`src/rtl/irq_fiq_pkg.sv`:
```
package irq_fiq_pkg;

    localparam int DATA_W     = 32;
    localparam int REG_STRIDE = 8;
    localparam int OFFS_W     = 3;

    // word offset inside one bank's window
    typedef enum logic [OFFS_W-1:0] {
        REG_PEND_NRM  = 3'd0,
        REG_PEND_FAST = 3'd1,
        REG_ENABLE    = 3'd2,
        REG_ROUTE     = 3'd3,
        REG_RAW       = 3'd4
    } reg_sel_e;

endpackage

```
`src/rtl/irq_fiq_bank.sv`:
```
module irq_fiq_bank
    import irq_fiq_pkg::*;
#(
    parameter int BW = 32
) (
    input  logic          clk_i,
    input  logic          rst_ni,
    input  logic [BW-1:0] src_i,
    input  logic          wr_en_i,
    input  logic          wr_route_i,
    input  logic [BW-1:0] wdata_i,
    output logic [BW-1:0] enable_o,
    output logic [BW-1:0] route_o,
    output logic [BW-1:0] pend_nrm_o,
    output logic [BW-1:0] pend_fast_o
);

    logic [BW-1:0] enable_q;
    logic [BW-1:0] route_q;

    always_ff @(posedge clk_i or negedge rst_ni) begin
        if (!rst_ni) begin
            enable_q <= '0;
            route_q  <= '0;
        end else begin
            if (wr_en_i) begin
                enable_q <= wdata_i;
            end
            if (wr_route_i) begin
                route_q <= wdata_i;
            end
        end
    end

    assign enable_o    = enable_q;
    assign route_o     = route_q;
    assign pend_nrm_o  = src_i & enable_q & ~route_q;
    assign pend_fast_o = src_i & enable_q &  route_q;


    enable_hold_chk: assert property (@(posedge clk_i) disable iff (!rst_ni)
        !wr_en_i |=> $stable(enable_q));

    enable_load_chk: assert property (@(posedge clk_i) disable iff (!rst_ni)
        wr_en_i |=> enable_q == $past(wdata_i));

    route_hold_chk: assert property (@(posedge clk_i) disable iff (!rst_ni)
        !wr_route_i |=> $stable(route_q));

    route_load_chk: assert property (@(posedge clk_i) disable iff (!rst_ni)
        wr_route_i |=> route_q == $past(wdata_i));

endmodule

```
`src/rtl/irq_fiq_rdmux.sv`:
```
module irq_fiq_rdmux
    import irq_fiq_pkg::*;
#(
    parameter int NB = 2,
    parameter int BW = 32,
    parameter int AW = 5
) (
    input  logic                   clk_i,
    input  logic                   rst_ni,
    input  logic [AW-1:0]          addr_i,
    input  logic [NB-1:0][BW-1:0]  pend_nrm_i,
    input  logic [NB-1:0][BW-1:0]  pend_fast_i,
    input  logic [NB-1:0][BW-1:0]  enable_i,
    input  logic [NB-1:0][BW-1:0]  route_i,
    input  logic [NB-1:0][BW-1:0]  raw_i,
    input  logic                   ctrl_i,
    output logic [DATA_W-1:0]      rdata_o
);

    localparam int CTRL_ADDR = NB * REG_STRIDE;
    localparam int BSEL_W    = AW - OFFS_W;

    logic [BSEL_W-1:0] bsel;
    reg_sel_e          offs;
    logic [DATA_W-1:0] rd_next;
    logic              hit;
    logic [DATA_W-1:0] rdata_q;

    assign bsel = addr_i[AW-1:OFFS_W];
    assign offs = reg_sel_e'(addr_i[OFFS_W-1:0]);

    always_comb begin
        rd_next = '0;
        hit     = 1'b0;
        if (addr_i == AW'(CTRL_ADDR)) begin
            rd_next = DATA_W'(ctrl_i);
            hit     = 1'b1;
        end else begin
            for (int b = 0; b < NB; b++) begin
                if (bsel == BSEL_W'(b)) begin
                    case (offs)
                        REG_PEND_NRM:  begin rd_next = DATA_W'(pend_nrm_i[b]);  hit = 1'b1; end
                        REG_PEND_FAST: begin rd_next = DATA_W'(pend_fast_i[b]); hit = 1'b1; end
                        REG_ENABLE:    begin rd_next = DATA_W'(enable_i[b]);    hit = 1'b1; end
                        REG_ROUTE:     begin rd_next = DATA_W'(route_i[b]);     hit = 1'b1; end
                        REG_RAW:       begin rd_next = DATA_W'(raw_i[b]);       hit = 1'b1; end
                        default:       begin rd_next = '0; end
                    endcase
                end
            end
        end
    end

    always_ff @(posedge clk_i or negedge rst_ni) begin
        if (!rst_ni) begin
            rdata_q <= '0;
        end else begin
            rdata_q <= rd_next;
        end
    end

    assign rdata_o = rdata_q;


    unmapped_zero_chk: assert property (@(posedge clk_i) disable iff (!rst_ni)
        !hit |=> rdata_o == '0);

endmodule

```
`src/rtl/irq_fiq_ctrl.sv`:
```
module irq_fiq_ctrl
    import irq_fiq_pkg::*;
#(
    parameter  int NUM_BANKS = 2,
    parameter  int BANK_W    = 32,
    localparam int SRC_W     = NUM_BANKS * BANK_W,
    localparam int ADDR_W    = $clog2(NUM_BANKS * REG_STRIDE + 1)
) (
    input  logic              clk_i,
    input  logic              rst_ni,
    input  logic [SRC_W-1:0]  src_i,
    input  logic [ADDR_W-1:0] addr_i,
    input  logic              we_i,
    input  logic [DATA_W-1:0] wdata_i,
    output logic [DATA_W-1:0] rdata_o,
    output logic              irq_o,
    output logic              fiq_o,
    output logic              wake_o
);

    localparam int CTRL_ADDR = NUM_BANKS * REG_STRIDE;
    localparam int BSEL_W    = ADDR_W - OFFS_W;

    logic [NUM_BANKS-1:0][BANK_W-1:0] src_b;
    logic [NUM_BANKS-1:0][BANK_W-1:0] enable_all;
    logic [NUM_BANKS-1:0][BANK_W-1:0] route_all;
    logic [NUM_BANKS-1:0][BANK_W-1:0] pend_nrm_all;
    logic [NUM_BANKS-1:0][BANK_W-1:0] pend_fast_all;
    logic [NUM_BANKS-1:0]             wr_en;
    logic [NUM_BANKS-1:0]             wr_route;
    logic                             ctrl_q;
    logic                             irq_q;
    logic                             fiq_q;
    logic                             wake_q;

    assign src_b = src_i;

    for (genvar b = 0; b < NUM_BANKS; b++) begin : g_bank
        assign wr_en[b]    = we_i && (addr_i[ADDR_W-1:OFFS_W] == BSEL_W'(b))
                                  && (addr_i[OFFS_W-1:0] == REG_ENABLE);
        assign wr_route[b] = we_i && (addr_i[ADDR_W-1:OFFS_W] == BSEL_W'(b))
                                  && (addr_i[OFFS_W-1:0] == REG_ROUTE);

        irq_fiq_bank #(
            .BW (BANK_W)
        ) bank_i (
            .clk_i       (clk_i),
            .rst_ni      (rst_ni),
            .src_i       (src_b[b]),
            .wr_en_i     (wr_en[b]),
            .wr_route_i  (wr_route[b]),
            .wdata_i     (wdata_i[BANK_W-1:0]),
            .enable_o    (enable_all[b]),
            .route_o     (route_all[b]),
            .pend_nrm_o  (pend_nrm_all[b]),
            .pend_fast_o (pend_fast_all[b])
        );
    end

    always_ff @(posedge clk_i or negedge rst_ni) begin
        if (!rst_ni) begin
            ctrl_q <= 1'b0;
        end else if (we_i && addr_i == ADDR_W'(CTRL_ADDR)) begin
            ctrl_q <= wdata_i[0];
        end
    end

    always_ff @(posedge clk_i or negedge rst_ni) begin
        if (!rst_ni) begin
            irq_q  <= 1'b0;
            fiq_q  <= 1'b0;
            wake_q <= 1'b0;
        end else begin
            irq_q  <= |pend_nrm_all;
            fiq_q  <= |pend_fast_all;
            wake_q <= ctrl_q ? |(src_b & enable_all) : |src_b;
        end
    end

    assign irq_o  = irq_q;
    assign fiq_o  = fiq_q;
    assign wake_o = wake_q;

    irq_fiq_rdmux #(
        .NB (NUM_BANKS),
        .BW (BANK_W),
        .AW (ADDR_W)
    ) rdmux_i (
        .clk_i       (clk_i),
        .rst_ni      (rst_ni),
        .addr_i      (addr_i),
        .pend_nrm_i  (pend_nrm_all),
        .pend_fast_i (pend_fast_all),
        .enable_i    (enable_all),
        .route_i     (route_all),
        .raw_i       (src_b),
        .ctrl_i      (ctrl_q),
        .rdata_o     (rdata_o)
    );


    irq_cause_chk: assert property (@(posedge clk_i) disable iff (!rst_ni)
        irq_o |-> $past(|(src_b & enable_all & ~route_all)));

    fiq_cause_chk: assert property (@(posedge clk_i) disable iff (!rst_ni)
        fiq_o |-> $past(|(src_b & enable_all & route_all)));

    wake_gate_chk: assert property (@(posedge clk_i) disable iff (!rst_ni)
        (wake_o && $past(ctrl_q)) |-> $past(|(src_b & enable_all)));

    wake_any_chk: assert property (@(posedge clk_i) disable iff (!rst_ni)
        ($past(!ctrl_q) && $past(|src_b)) |-> wake_o);

endmodule

```
`config.mk`:
```
export PLATFORM = sky130hd
export DESIGN_NAME = irq_fiq_ctrl
export DESIGN_NICKNAME = d
export VERILOG_FILES = /design/src/rtl/irq_fiq_pkg.sv /design/src/rtl/irq_fiq_bank.sv /design/src/rtl/irq_fiq_rdmux.sv /design/src/rtl/irq_fiq_ctrl.sv
export SDC_FILE = /design/constraint.sdc
export NUM_CORES = 1
export LEC_CHECK = 0
export ABC_CLOCK_PERIOD_IN_PS = 4500
export BUFFER_PORTS_ARGS = -buffer_cell sky130_fd_sc_hd__buf_2
export CAP_MARGIN = 15
export CELL_PAD_IN_SITES_DETAIL_PLACEMENT = 0
export CELL_PAD_IN_SITES_GLOBAL_PLACEMENT = 1
export CORE_MARGIN = 3
export CORE_UTILIZATION = 41
export CTS_CLUSTER_DIAMETER = 120
export DETAILED_ROUTE_END_ITERATION = 7
export PLACE_DENSITY = 0.78
export SYNTH_ARGS = -nofsm -noshare
export SYNTH_HDL_FRONTEND = slang
export SYNTH_SLANG_ARGS = --single-unit
```
`constraint.sdc`:
```
create_clock -name clk_i -period 4.5 [get_ports clk_i]
set_input_delay 0.675 -clock clk_i [delete_from_list [all_inputs] [get_ports clk_i]]
set_output_delay 0.675 -clock clk_i [all_outputs]
set_load 0.005 [all_outputs]
```
==> impl_metrics.csv <==
group,metric,value,unit
clock_network,clkSlewWorstSetupHoldPaths,0.07,ns
logic_synthesis,synth.distinct_cells,39,
status,status,"finished clean",
setup_path,worstPathRequired,4.82,ns
global_route,antenna_found_initial,0,
clock_network,post-cts-setup-buffer-count,0,
timing,worst_slew_pin_slew,1.08,ns
run,max_cap_violations,0,
global_route,grt_max_degree,114,
clock_network,cts.sink_count,164,
global_route,grt_pass1_wl,57100,µm
final_layout,fillCellCount,2184,
place,gp_congestion,1.00,
global_route,grt_pass1_vias,8847,
floorplanning,core_area,0.0229,mm²
power,ir_worst_vdd,223,µV
floorplanning,rows,55,
timing,setup_viol,0,
floorplanning,ioPinCount,139,
clock_network,clockBufferDepth,2,
drt,drc,0,
drt,wl_per_cell,25.8,µm
logic_synthesis,yosys_warnings,0,
logic_synthesis,syn_nets,1153,
timing,drv_slew,0,
power,powerDensity,443,mW/mm²
power,leakage,4.81,nW
setup_path,slowest_stage,"buf_2",
floorplanning,dieArea,0.0254,mm²
global_route,grt.total_usage,29.5,%
clock_network,cts_tree,"yes",
drt,drt.antenna.violating_nets,0,
timing,min_period,2.80,ns
logic_synthesis,synth_cells,1049,
timing,relSlewSlack,27.7,%
clock_network,post_cts_resized,0,
setup_path,arrival,3.12,ns
clock_network,clkLatencyLatePin,0.44,ns
logic_synthesis,synth_enable_flop_cells,0,
setup_path,rr_worst_depth,5,
clock_network,cts_root_buf,"clkbuf_16",
place,port_buffers,138,
drt,wirelength,38200,µm
logic_synthesis,async_flop_share,100,%
timing,timing.hold.ws,0.277,ns
setup_path,r2r_start,"g_bank[0].bank_i.enable_o[31]$_DFFE_PN0P_",
setup_path,endpoint,"g_bank[0].bank_i.enable_o[14]$_DFFE_PN0P_",
place,dp_hpwl,28300,µm
logic_synthesis,synth-seq-area-share,42.5,%
timing,fmax,357,MHz
final_layout,fin_nets,1258,
clock_network,cts-buffers-inserted,17,
timing,setup_tns,0,ns
final_layout,area_growth,16.1,%
floorplanning,start_util,42.1,%
logic_synthesis,synth_seq_cells,164,
global_route,grt_remaining_overflow,0,
logic_synthesis,syn_avg_cell_area,9.20,µm²
timing,post-route-period-util,62.3,%
setup_path,rr_endpoint,"irq_o$_DFF_PN0_",
final_layout,n_antenna_cell,0,
clock_network,h-tree-depth,4,
floorplanning,die_h,159,µm
setup_path,path_max_fanout,38,
hold_path,hp-class,"input pin to asynchronous set/reset pin",
setup_path,r2r_slack,2.41,ns
timing,hold_viol,0,
logic_synthesis,syn-cell-area,0.00966,mm²
drt,vias,9323,
final_layout,final_layout_size_suffix_gt1_share,27.8,%
setup_path,cpPeakStageDelay,0.80,ns
setup_path,worstSetupStartpointType,"input pin",
setup_path,startpoint,"addr_i[3]",
logic_synthesis,synth-main-ff-cell,"dfrtp_1",
setup_path,cp-end-kind,"flop",
clock_network,ctsHoldBuffers,0,
drt,first_iter_violations,929,
floorplanning,die_x,159,µm
setup_path,critical_path_class,"input pin to flop",
setup_path,path_cells,"buf_2, clkinv_1, buf_4, nand4b_2, buf_12, mux2_2",
timing,skew,0.0100,ns
drt,viasPerCell,6.30,
timing,rsz0062_at_grt,"false",
drt,dr.pass1.iters,5,
## metal layers
layer,wire length [µm],global-route usage [%],vias up
li1,-,-,4169
met1,16400,41.6,4596
met2,17300,45.2,487
met3,3420,6.43,71
met4,1130,9.39,0
met5,0,0,-
## flip-flops by register name, summed over array words and instances (netlist names)
signal	flops
fiq_o	1
rdmux_i.rdata_o	32
g_bank.bank_i.route_o	64
irq_o	1
g_bank.bank_i.enable_o	64
wake_o	1
ctrl_q	1
## worst min-delay path by stage
stage / from / to / slack [ns] / depth (start not counted)
global placement: g_bank[0].bank_i.enable_o[31]$_DFFE_PN0P_ / g_bank[0].bank_i.enable_o[31]$_DFFE_PN0P_ / 0.55 / 1
detailed placement: g_bank[0].bank_i.enable_o[31]$_DFFE_PN0P_ / g_bank[0].bank_i.enable_o[31]$_DFFE_PN0P_ / 0.56 / 1
floorplan: rst_ni / ctrl_q$_DFFE_PN0P_ / 0.38 / 0
CTS: rst_ni / rdmux_i.rdata_o[7]$_DFF_PN0_ / 0.31 / 1
finish: rst_ni / rdmux_i.rdata_o[7]$_DFF_PN0_ / 0.28 / 1
global route: rst_ni / rdmux_i.rdata_o[7]$_DFF_PN0_ / 0.32 / 1
## cells in the mapped netlist, drive strengths merged (2+ instances only)
master	instances	area [µm²]
mux2	130	1460
dfrtp	164	4100
o21a	2	15.0
o22ai	24	150
clkbuf	27	101
or4	4	30.0
nor3	35	198
nor4	27	169
inv	65	244
a211oi	2	15.0
o22a	18	158
nor2	5	21.3
a21o	2	15.0
nand2	136	523
and4	2	17.5
o221ai	22	193
nor2b	3	21.3
buf	37	209
a21oi	66	330
nand4b	2	30.0
nand4	24	150
a221oi	58	508
o21ai	124	621
nand3	62	310
## worst max-delay path: cells and delay by family
kind	cells	cell delay (ns)
buf+inv	4	1.54
simple gates	1	0.51
mux	1	0.35
## power breakdown
part / switching (mW) / internal [mW] / leakage [nW]
combinational: 0.750 / 0.540 / 2.51
clock: 0.675 / 0.911 / 0.285
sequential: 0.349 / 1.74 / 2.02
## cell families (layout without fill, tap and decap cells)
| kind of cell | count (synthesis) | in the layout | synth area share [%] |
|---|---|---|---|
| buffers and inverters | 130 | 248 | 5.78 |
| and+or+nand+nor | 301 | 301 | 15.3 |
| AOI/OAI and AO/OA | 323 | 323 | 21.2 |
| muxes | 130 | 130 | 15.2 |
| DFF | 164 | 164 | 42.5 |
| xor gates and xnor gates | 1 | 1 | 0.0907 |
## through the flow
step                      utilization [%]  area, µm²  cells  total power [mW]  setup WS, ns
after global routing                 48.9      11200   1480              5.18          1.64
after global placement               46.2      10600   1448              3.34          1.29
after floorplan                         -       9660   1049              2.80          2.59
final                                48.9      11200   1480              4.97          1.70
after detailed placement             46.2      10600   1448              3.36          1.25
after CTS                            48.9      11200   1480              4.94          1.72
## area by class of cell
type / instances / area (µm²) / area share (%)
Timing Repair Buffer: 150 / 843 / 7.52
Multi-Input combinational cell: 755 / 5000 / 44.6
Clock buffer: 19 / 453 / 4.04
Tap cell: 313 / 392 / 3.49
Inverter: 66 / 248 / 2.21
Sequential cell: 164 / 4100 / 36.6
Clock inverter: 13 / 170 / 1.52
## layout by cell type (no fill, tap or decap), types with 24 or more instances in the layout
cell and instances:
a21oi_1 66, nor3_1 33, a221oi_1 58, dfrtp_1 164
inv_1 65, nand3_1 62, nand2_1 131, o21ai_0 102
mux2_2 130, buf_2 136, nor4_1 27, o22ai_1 24
nand4_1 24
Note: power is estimated with default switching activity, not from simulation.
